--- config.mk ---
export PLATFORM = sky130hd
export DESIGN_NAME = evt_xfer_chan
export DESIGN_NICKNAME = d
export VERILOG_FILES = /design/src/rtl/evt_xfer_pkg.sv /design/src/rtl/evt_xfer_dp.sv /design/src/rtl/evt_xfer_ctrl.sv /design/src/rtl/evt_xfer_chan.sv
export SDC_FILE = /design/constraint.sdc
export NUM_CORES = 1
export LEC_CHECK = 0
export BUFFER_PORTS_ARGS = -buffer_cell sky130_fd_sc_hd__buf_4
export CORE_MARGIN = 5
export CORE_UTILIZATION = 52
export CTS_CLUSTER_SIZE = 30
export DETAILED_ROUTE_END_ITERATION = 10
export PLACE_DENSITY = 0.79
export SYNTH_ARGS = -nofsm -noshare
export SYNTH_HDL_FRONTEND = slang
export SYNTH_SLANG_ARGS = --single-unit
--- constraint.sdc ---
create_clock -name clk -period 2.7 [get_ports clk]
set_clock_uncertainty 0.2 [all_clocks]
set_input_delay 0.405 -clock clk [delete_from_list [all_inputs] [get_ports clk]]
set_output_delay 0.405 -clock clk [all_outputs]
set_load 0.1 [all_outputs]
--- src/rtl/evt_xfer_pkg.sv ---
package evt_xfer_pkg;

  // control word field positions (decoded by neighbours, so fixed)
  localparam int CNT_W    = 8;
  localparam int BIT_BYTE = 8;
  localparam int BIT_INC0 = 9;
  localparam int BIT_INC1 = 10;
  localparam int BIT_LINK = 11;
  localparam int BIT_PRI0 = 12;
  localparam int BIT_EOP  = 14;

  // configuration register selects
  localparam logic [2:0] SEL_CTRL = 3'd0;
  localparam logic [2:0] SEL_SOFS = 3'd1;
  localparam logic [2:0] SEL_DOFS = 3'd2;
  localparam logic [2:0] SEL_SSEG = 3'd3;
  localparam logic [2:0] SEL_DSEG = 3'd4;

  // strobes from control to datapath
  typedef struct packed {
    logic latchRd;   // capture read data
    logic finish;    // write acknowledged: step pointers, count down
    logic useDst;    // drive destination address
  } xferStrobe_t;

endpackage

--- src/rtl/evt_xfer_dp.sv ---
module evt_xfer_dp
  import evt_xfer_pkg::*;
#(
  parameter int SEG_W = 8,
  parameter int OFS_W = 16,
  localparam int AW = SEG_W + OFS_W
) (
  input  logic              clk,
  input  logic              rstN,
  input  logic              cfgWe,
  input  logic [2:0]        cfgSel,
  input  logic [15:0]       cfgData,
  input  xferStrobe_t       strb,
  input  logic [15:0]       memRdata,
  output logic [15:0]       ctrlWord,
  output logic [AW-1:0]     srcAddr,
  output logic [AW-1:0]     dstAddr,
  output logic [AW-1:0]     memAddr,
  output logic [15:0]       memWdata,
  output logic [1:0]        memByteEn,
  output logic              cntZero,
  output logic              cntOne
);

  logic [15:0]      ctrlQ;
  logic [OFS_W-1:0] srcOfsQ, dstOfsQ;
  logic [SEG_W-1:0] srcSegQ, dstSegQ;
  logic [15:0]      dataQ;

  logic             byteMode;
  logic [OFS_W-1:0] step;
  logic [OFS_W-1:0] curOfs;
  logic [SEG_W-1:0] curSeg;
  logic [7:0]       srcByte;

  assign byteMode = ctrlQ[BIT_BYTE];
  assign step     = byteMode ? OFS_W'(1) : OFS_W'(2);

  always_ff @(posedge clk) begin
    if (!rstN) begin
      ctrlQ   <= '0;
      srcOfsQ <= '0;
      dstOfsQ <= '0;
      srcSegQ <= '0;
      dstSegQ <= '0;
    end else if (cfgWe) begin
      case (cfgSel)
        SEL_CTRL: ctrlQ   <= {1'b0, cfgData[14:0]};
        SEL_SOFS: srcOfsQ <= cfgData[OFS_W-1:0];
        SEL_DOFS: dstOfsQ <= cfgData[OFS_W-1:0];
        SEL_SSEG: srcSegQ <= cfgData[SEG_W-1:0];
        SEL_DSEG: dstSegQ <= cfgData[SEG_W-1:0];
        default: ;
      endcase
    end else if (strb.finish) begin
      ctrlQ[CNT_W-1:0] <= ctrlQ[CNT_W-1:0] - CNT_W'(1);
      if (ctrlQ[BIT_INC1]) srcOfsQ <= srcOfsQ + step;
      if (ctrlQ[BIT_INC0]) dstOfsQ <= dstOfsQ + step;
    end
  end

  always_ff @(posedge clk) begin
    if (!rstN)             dataQ <= '0;
    else if (strb.latchRd) dataQ <= memRdata;
  end

  assign curOfs  = strb.useDst ? dstOfsQ : srcOfsQ;
  assign curSeg  = strb.useDst ? dstSegQ : srcSegQ;
  assign memAddr = {curSeg, curOfs[OFS_W-1:1], byteMode & curOfs[0]};

  assign srcByte   = srcOfsQ[0] ? dataQ[15:8] : dataQ[7:0];
  assign memWdata  = byteMode ? {srcByte, srcByte} : dataQ;
  assign memByteEn = !byteMode ? 2'b11 : (curOfs[0] ? 2'b10 : 2'b01);

  assign ctrlWord = ctrlQ;
  assign srcAddr  = {srcSegQ, srcOfsQ};
  assign dstAddr  = {dstSegQ, dstOfsQ};
  assign cntZero  = (ctrlQ[CNT_W-1:0] == '0);
  assign cntOne   = (ctrlQ[CNT_W-1:0] == CNT_W'(1));

endmodule

--- src/rtl/evt_xfer_ctrl.sv ---
module evt_xfer_ctrl
  import evt_xfer_pkg::*;
(
  input  logic        clk,
  input  logic        rstN,
  input  logic        srvReq,
  input  logic        memAck,
  input  logic        cntZero,
  input  logic        cntOne,
  input  logic        eopSel,
  output xferStrobe_t strb,
  output logic        memReq,
  output logic        memWe,
  output logic        busy,
  output logic        intReq,
  output logic        eotOwn,
  output logic        eotSep
);

  typedef enum logic [1:0] {ST_IDLE, ST_READ, ST_WRITE} xferState_e;
  xferState_e stateQ, stateD;

  always_comb begin
    stateD = stateQ;
    case (stateQ)
      ST_IDLE:  if (srvReq && !cntZero) stateD = ST_READ;
      ST_READ:  if (memAck) stateD = ST_WRITE;
      ST_WRITE: if (memAck) stateD = ST_IDLE;
      default:  stateD = ST_IDLE;
    endcase
  end

  always_comb begin
    strb.latchRd = (stateQ == ST_READ) && memAck;
    strb.finish  = (stateQ == ST_WRITE) && memAck;
    strb.useDst  = (stateQ == ST_WRITE);
  end

  always_ff @(posedge clk) begin
    if (!rstN) begin
      stateQ <= ST_IDLE;
      intReq <= 1'b0;
      eotOwn <= 1'b0;
      eotSep <= 1'b0;
    end else begin
      stateQ <= stateD;
      intReq <= (stateQ == ST_IDLE) && srvReq && cntZero;
      eotOwn <= strb.finish && cntOne && !eopSel;
      eotSep <= strb.finish && cntOne && eopSel;
    end
  end

  assign memReq = (stateQ != ST_IDLE);
  assign memWe  = (stateQ == ST_WRITE);
  assign busy   = (stateQ != ST_IDLE);

endmodule

--- src/rtl/evt_xfer_chan.sv ---
module evt_xfer_chan
  import evt_xfer_pkg::*;
#(
  parameter int SEG_W = 8,
  parameter int OFS_W = 16,
  localparam int AW = SEG_W + OFS_W
) (
  input  logic          clk,
  input  logic          rstN,
  input  logic          cfgWe,
  input  logic [2:0]    cfgSel,
  input  logic [15:0]   cfgData,
  input  logic          srvReq,
  output logic          memReq,
  output logic          memWe,
  output logic [AW-1:0] memAddr,
  output logic [1:0]    memByteEn,
  output logic [15:0]   memWdata,
  input  logic [15:0]   memRdata,
  input  logic          memAck,
  output logic          busy,
  output logic          intReq,
  output logic          eotOwn,
  output logic          eotSep,
  output logic          linkEn,
  output logic [1:0]    prioLevel,
  output logic [15:0]   ctrlWord,
  output logic [AW-1:0] srcAddr,
  output logic [AW-1:0] dstAddr
);

  xferStrobe_t strb;
  logic        cntZero, cntOne;

  evt_xfer_ctrl uCtrl (
    .clk(clk), .rstN(rstN), .srvReq(srvReq), .memAck(memAck),
    .cntZero(cntZero), .cntOne(cntOne), .eopSel(ctrlWord[BIT_EOP]),
    .strb(strb), .memReq(memReq), .memWe(memWe), .busy(busy),
    .intReq(intReq), .eotOwn(eotOwn), .eotSep(eotSep)
  );

  evt_xfer_dp #(.SEG_W(SEG_W), .OFS_W(OFS_W)) uDp (
    .clk(clk), .rstN(rstN), .cfgWe(cfgWe), .cfgSel(cfgSel), .cfgData(cfgData),
    .strb(strb), .memRdata(memRdata), .ctrlWord(ctrlWord),
    .srcAddr(srcAddr), .dstAddr(dstAddr), .memAddr(memAddr),
    .memWdata(memWdata), .memByteEn(memByteEn),
    .cntZero(cntZero), .cntOne(cntOne)
  );

  assign linkEn    = ctrlWord[BIT_LINK];
  assign prioLevel = ctrlWord[BIT_PRI0+1:BIT_PRI0];

endmodule

==> flow_metrics.py <==
metrics = {
    "run_status": {
        "status": "finished, final reports clean",
    },
    "clock_network": {
        "post_cts_resize_count": 0,
        "tritoncts_clock_tree": "yes",
        "htreeDepth": 3,
        "post_cts_setup_inserts": 0,
        "clk_root_buffer_cell": "clkbuf_8",
        "cts_num_sinks": 84,
        "clkTransAtPathRegs_ns": 0.09,
        "post_cts_hold_buffer_count": 0,
        "clock_path_buffers": 2,
        "clock_insertion_delay_worst_skew_ns": 0.37,
        "cts_inserted_buffers": 9,
    },
    "critical_path": {
        "r2r_setup_slack_ns": 0.45,
        "number_of_cells_on_the_worst_reg_to_reg_path": 6,
        "path_class": "reg -> out",
        "origin_of_the_critical_flop_to_flop_path": "uDp.ctrlWord[8]",
        "r2r-end": "uDp.dstOfsQ[11]",
        "setup.worst_path.end_class": "output pin",
        "start_kind": "register",
        "cp_data_required_time_ns": 2.10,
        "worstPathArrival_ns": 1.98,
        "biggest_fanout_along_the_worst_timing_path": 19,
    },
    "layout": {
        "ant_cells": 0,
        "final.fill_count": 751,
        "design.final.nets": 781,
        "fin_util_pct": 68.8,
        "multi_input_comb_area_mm2": 0.00289,
        "synthesis_to_finish_area_growth_pct": 30.4,
        "seq_area_mm2": 0.00168,
        "final_layout_size_suffix_gt1_share_pct": 33.1,
    },
    "global_routing": {
        "grt.met1_usage_pct": 33.9,
        "largest_net_degree_at_the_start_of_global_routing": 41,
        "grt_pass1_vias": 4832,
        "grtUsageMet3_pct": 5.04,
        "gr-usage-all-layers_pct": 26.7,
        "grt-ovfl-total": 0,
        "gr-usage-met2_pct": 44.9,
        "antenna_found_initial": 0,
        "grt_first_pass_wirelength_um": 24500,
        "top_usage_layer": "met2",
    },
    "routing": {
        "routed_wl_um": 15600,
        "first_iteration_detailed_routing_drc_count": 342,
        "drtPass1Iterations": 5,
        "per_cell_routed_wire_length_um": 18.4,
        "drtAntennaViolNets": 0,
        "drc": 0,
        "drt-vias-per-instance": 6.14,
        "num_vias": 5204,
    },
    "power_and_ir_drop": {
        "power.density_cell_area_mw_per_mm2": 496,
        "vdd_drop_max_v": 0.000335,
        "total_leakage_power_nw": 2.55,
    },
    "flow_run": {
        "max-cap-violations": 0,
    },
    "die": {
        "core_area_mm2": 0.00915,
        "number_of_top_level_pins": 155,
        "initial_utilization_pct": 52.7,
        "die_width_um": 106,
        "fp.dieH_um": 106,
        "placement_rows": 35,
        "die-area_mm2": 0.0113,
    },
    "synth": {
        "syn-mean-instance-area_um2": 8.11,
        "synth_cell_types": 66,
        "yosysWarningCount": 0,
        "synth_sequential_area_ratio_pct": 34.8,
        "count_of_flip_flops_with_a_built_in_enable_after_synthesis": 0,
        "syn_inst": 595,
        "ys_async_sr_fraction_pct": 0,
        "synth_area_mm2": 0.00483,
        "number_of_nets_produced_by_synthesis": 644,
        "dominantRegCellSynth": "dfxtp_1",
        "ffs_latches_synth": 84,
    },
    "min_path": {
        "holdCritPathClass": "in -> reg",
        "min_delay_path_depth": 3,
        "min_from": "memRdata[11]",
        "min_to": "uDp.dataQ[11]",
    },
    "timing": {
        "max_freq_mhz": 388,
        "worst_tran_pin_value_ns": 0.603,
        "period_minus_slack_ns": 2.58,
        "timing.final.max_slew_violations": 0,
        "rsz0062_at_grt": "no",
        "timing.final.hold_violations": 0,
        "hold-worst-slack_ns": 0.0751,
        "max-slew-margin-rel_pct": 59.4,
        "setup_viol": 0,
        "timing.final.crit_share_pct": 95.6,
    },
    "placement": {
        "dp.final_hpwl_um": 11300,
        "placement.io_buffers": 153,
        "place.gp.congestion": 0.907,
    },
}
-- worst max path at each step --
stage | from | endpoint | slack [ns] | cells after the start
floorplan | uDp.srcOfsQ[0] | memByteEn[0] | -0.31 | 3
global placement | cfgWe | uDp.srcOfsQ[13] | 0.52 | 6
detailed placement | uCtrl.stateQ[1] | memAddr[14] | 0.49 | 4
CTS | uCtrl.stateQ[1] | memAddr[14] | 0.06 | 4
global route | uCtrl.stateQ[1] | memAddr[13] | 0.05 | 4
finish | uCtrl.stateQ[1] | memAddr[14] | 0.12 | 4
-- registers in the layout (all words and copies together), names as in the netlist --
| register | count |
|---|---|
| uDp.srcOfsQ | 16 |
| uCtrl.eotOwn | 1 |
| uCtrl.stateQ | 2 |
| uDp.srcSegQ | 8 |
| uDp.ctrlWord | 15 |
| uCtrl.intReq | 1 |
| uCtrl.eotSep | 1 |
| uDp.dstSegQ | 8 |
| uDp.dataQ | 16 |
| uDp.dstOfsQ | 16 |
-- where the power goes --
part	internal [mW]	total [mW]	switching, mW	leakage [nW]
registers	1.27	1.31	0.0385	0.680
clock network	0.651	1.16	0.508	0.129
logic	0.175	0.656	0.481	1.74
-- kinds of logic (layout without fill, tap and decap cells) --
group / Yosys count / after routing / share of synthesized area (%)
DFF: 84 / 84 / 34.8
buffers and inverters: 57 / 199 / 5.76
other: 1 / 1 / 0.0777
adders and majority gates: 9 / 9 / 2.64
muxes: 52 / 52 / 11.7
and+or+nand+nor: 231 / 231 / 24.2
AOI/OAI and AO/OA: 161 / 161 / 20.8
-- through the flow --
| stage | instance area, µm² | TNS (ns) | instances | setup slack (ns) | power [mW] |
|---|---|---|---|---|---|
| 6_report | 6290 | 0 | 848 | 0.120 | 3.12 |
| 5_1_grt | 6290 | 0 | 848 | 0.0497 | 3.22 |
| 4_1_cts | 6290 | 0 | 848 | 0.0624 | 3.12 |
| 3_5_place_dp | 6030 | 0 | 832 | 0.488 | 1.98 |
| 3_3_place_gp | 6030 | 0 | 832 | 0.519 | 1.98 |
| 2_1_floorplan | 4850 | -0.314 | 595 | -0.314 | 1.81 |
-- critical path: stages, from the launching register on --
cell,delay [ns]
dfxtp_1,0.46
nor2b_2,0.29
buf_6,0.25
mux2_2,0.36
buf_4,0.23
-- cells in the final DEF (no fill, tap or decap), types with 3 or more instances in the layout --
cell	n
mux2_2	36
and3_1	7
nor4_1	10
and4_1	4
bufinv_16	3
a21boi_0	3
o21a_1	5
nor2b_1	4
o31ai_1	4
buf_4	167
o41ai_1	6
clkbuf_8	10
inv_1	13
ha_1	7
o21ai_2	3
nand4_1	10
nand2_1	103
nand3_1	17
o21ai_0	29
a31oi_1	10
a311oi_1	3
or3_1	3
mux2i_1	16
o21ai_1	4
nor2_1	33
dfxtp_1	83
nor3b_1	5
nor3_1	9
a211o_1	3
a21oi_1	64
and2_1	7
-- cells in the mapped netlist, types with 3 or more instances --
master,count,area share (%)
a31oi_1,10,1.3
nor3_1,9,0.93
a211o_1,3,0.54
nand3_1,17,1.8
ha_1,7,1.8
buf_4,10,1.6
and2_1,7,0.91
mux2_2,36,8.4
nand2_1,103,8.0
clkbuf_1,16,1.2
o31ai_1,4,0.62
mux2i_1,16,3.3
nor3b_1,5,0.78
and3_1,7,0.91
inv_1,14,1.1
and4_1,4,0.73
o21ai_1,4,0.41
or3_1,3,0.39
nor4_1,10,1.3
o41ai_1,6,1.1
o21ai_0,32,3.3
o21a_1,5,0.78
a311oi_1,3,0.54
nor2b_1,5,0.65
a21oi_1,64,6.6
nand4_1,10,1.3
a21boi_0,3,0.47
nor2_1,34,2.6
dfxtp_1,84,35
buf_2,15,1.6
-- final cells by class --
class | instances | share of cell area (%)
repair buffers | 168 | 20.1
inverters | 15 | 0.895
well taps | 111 | 2.21
multi-input cells | 454 | 46.0
flip-flops and latches | 84 | 26.7
clock buffers | 10 | 2.19
clock inverters | 6 | 1.89
-- routing by layer --
metal	wire length [µm]	vias to the layer above
li1	-	2425
met1	6240	2441
met2	7460	301
met3	1480	37
met4	407	0
met5	0	-
Note: power is estimated with default switching activity, not from simulation.
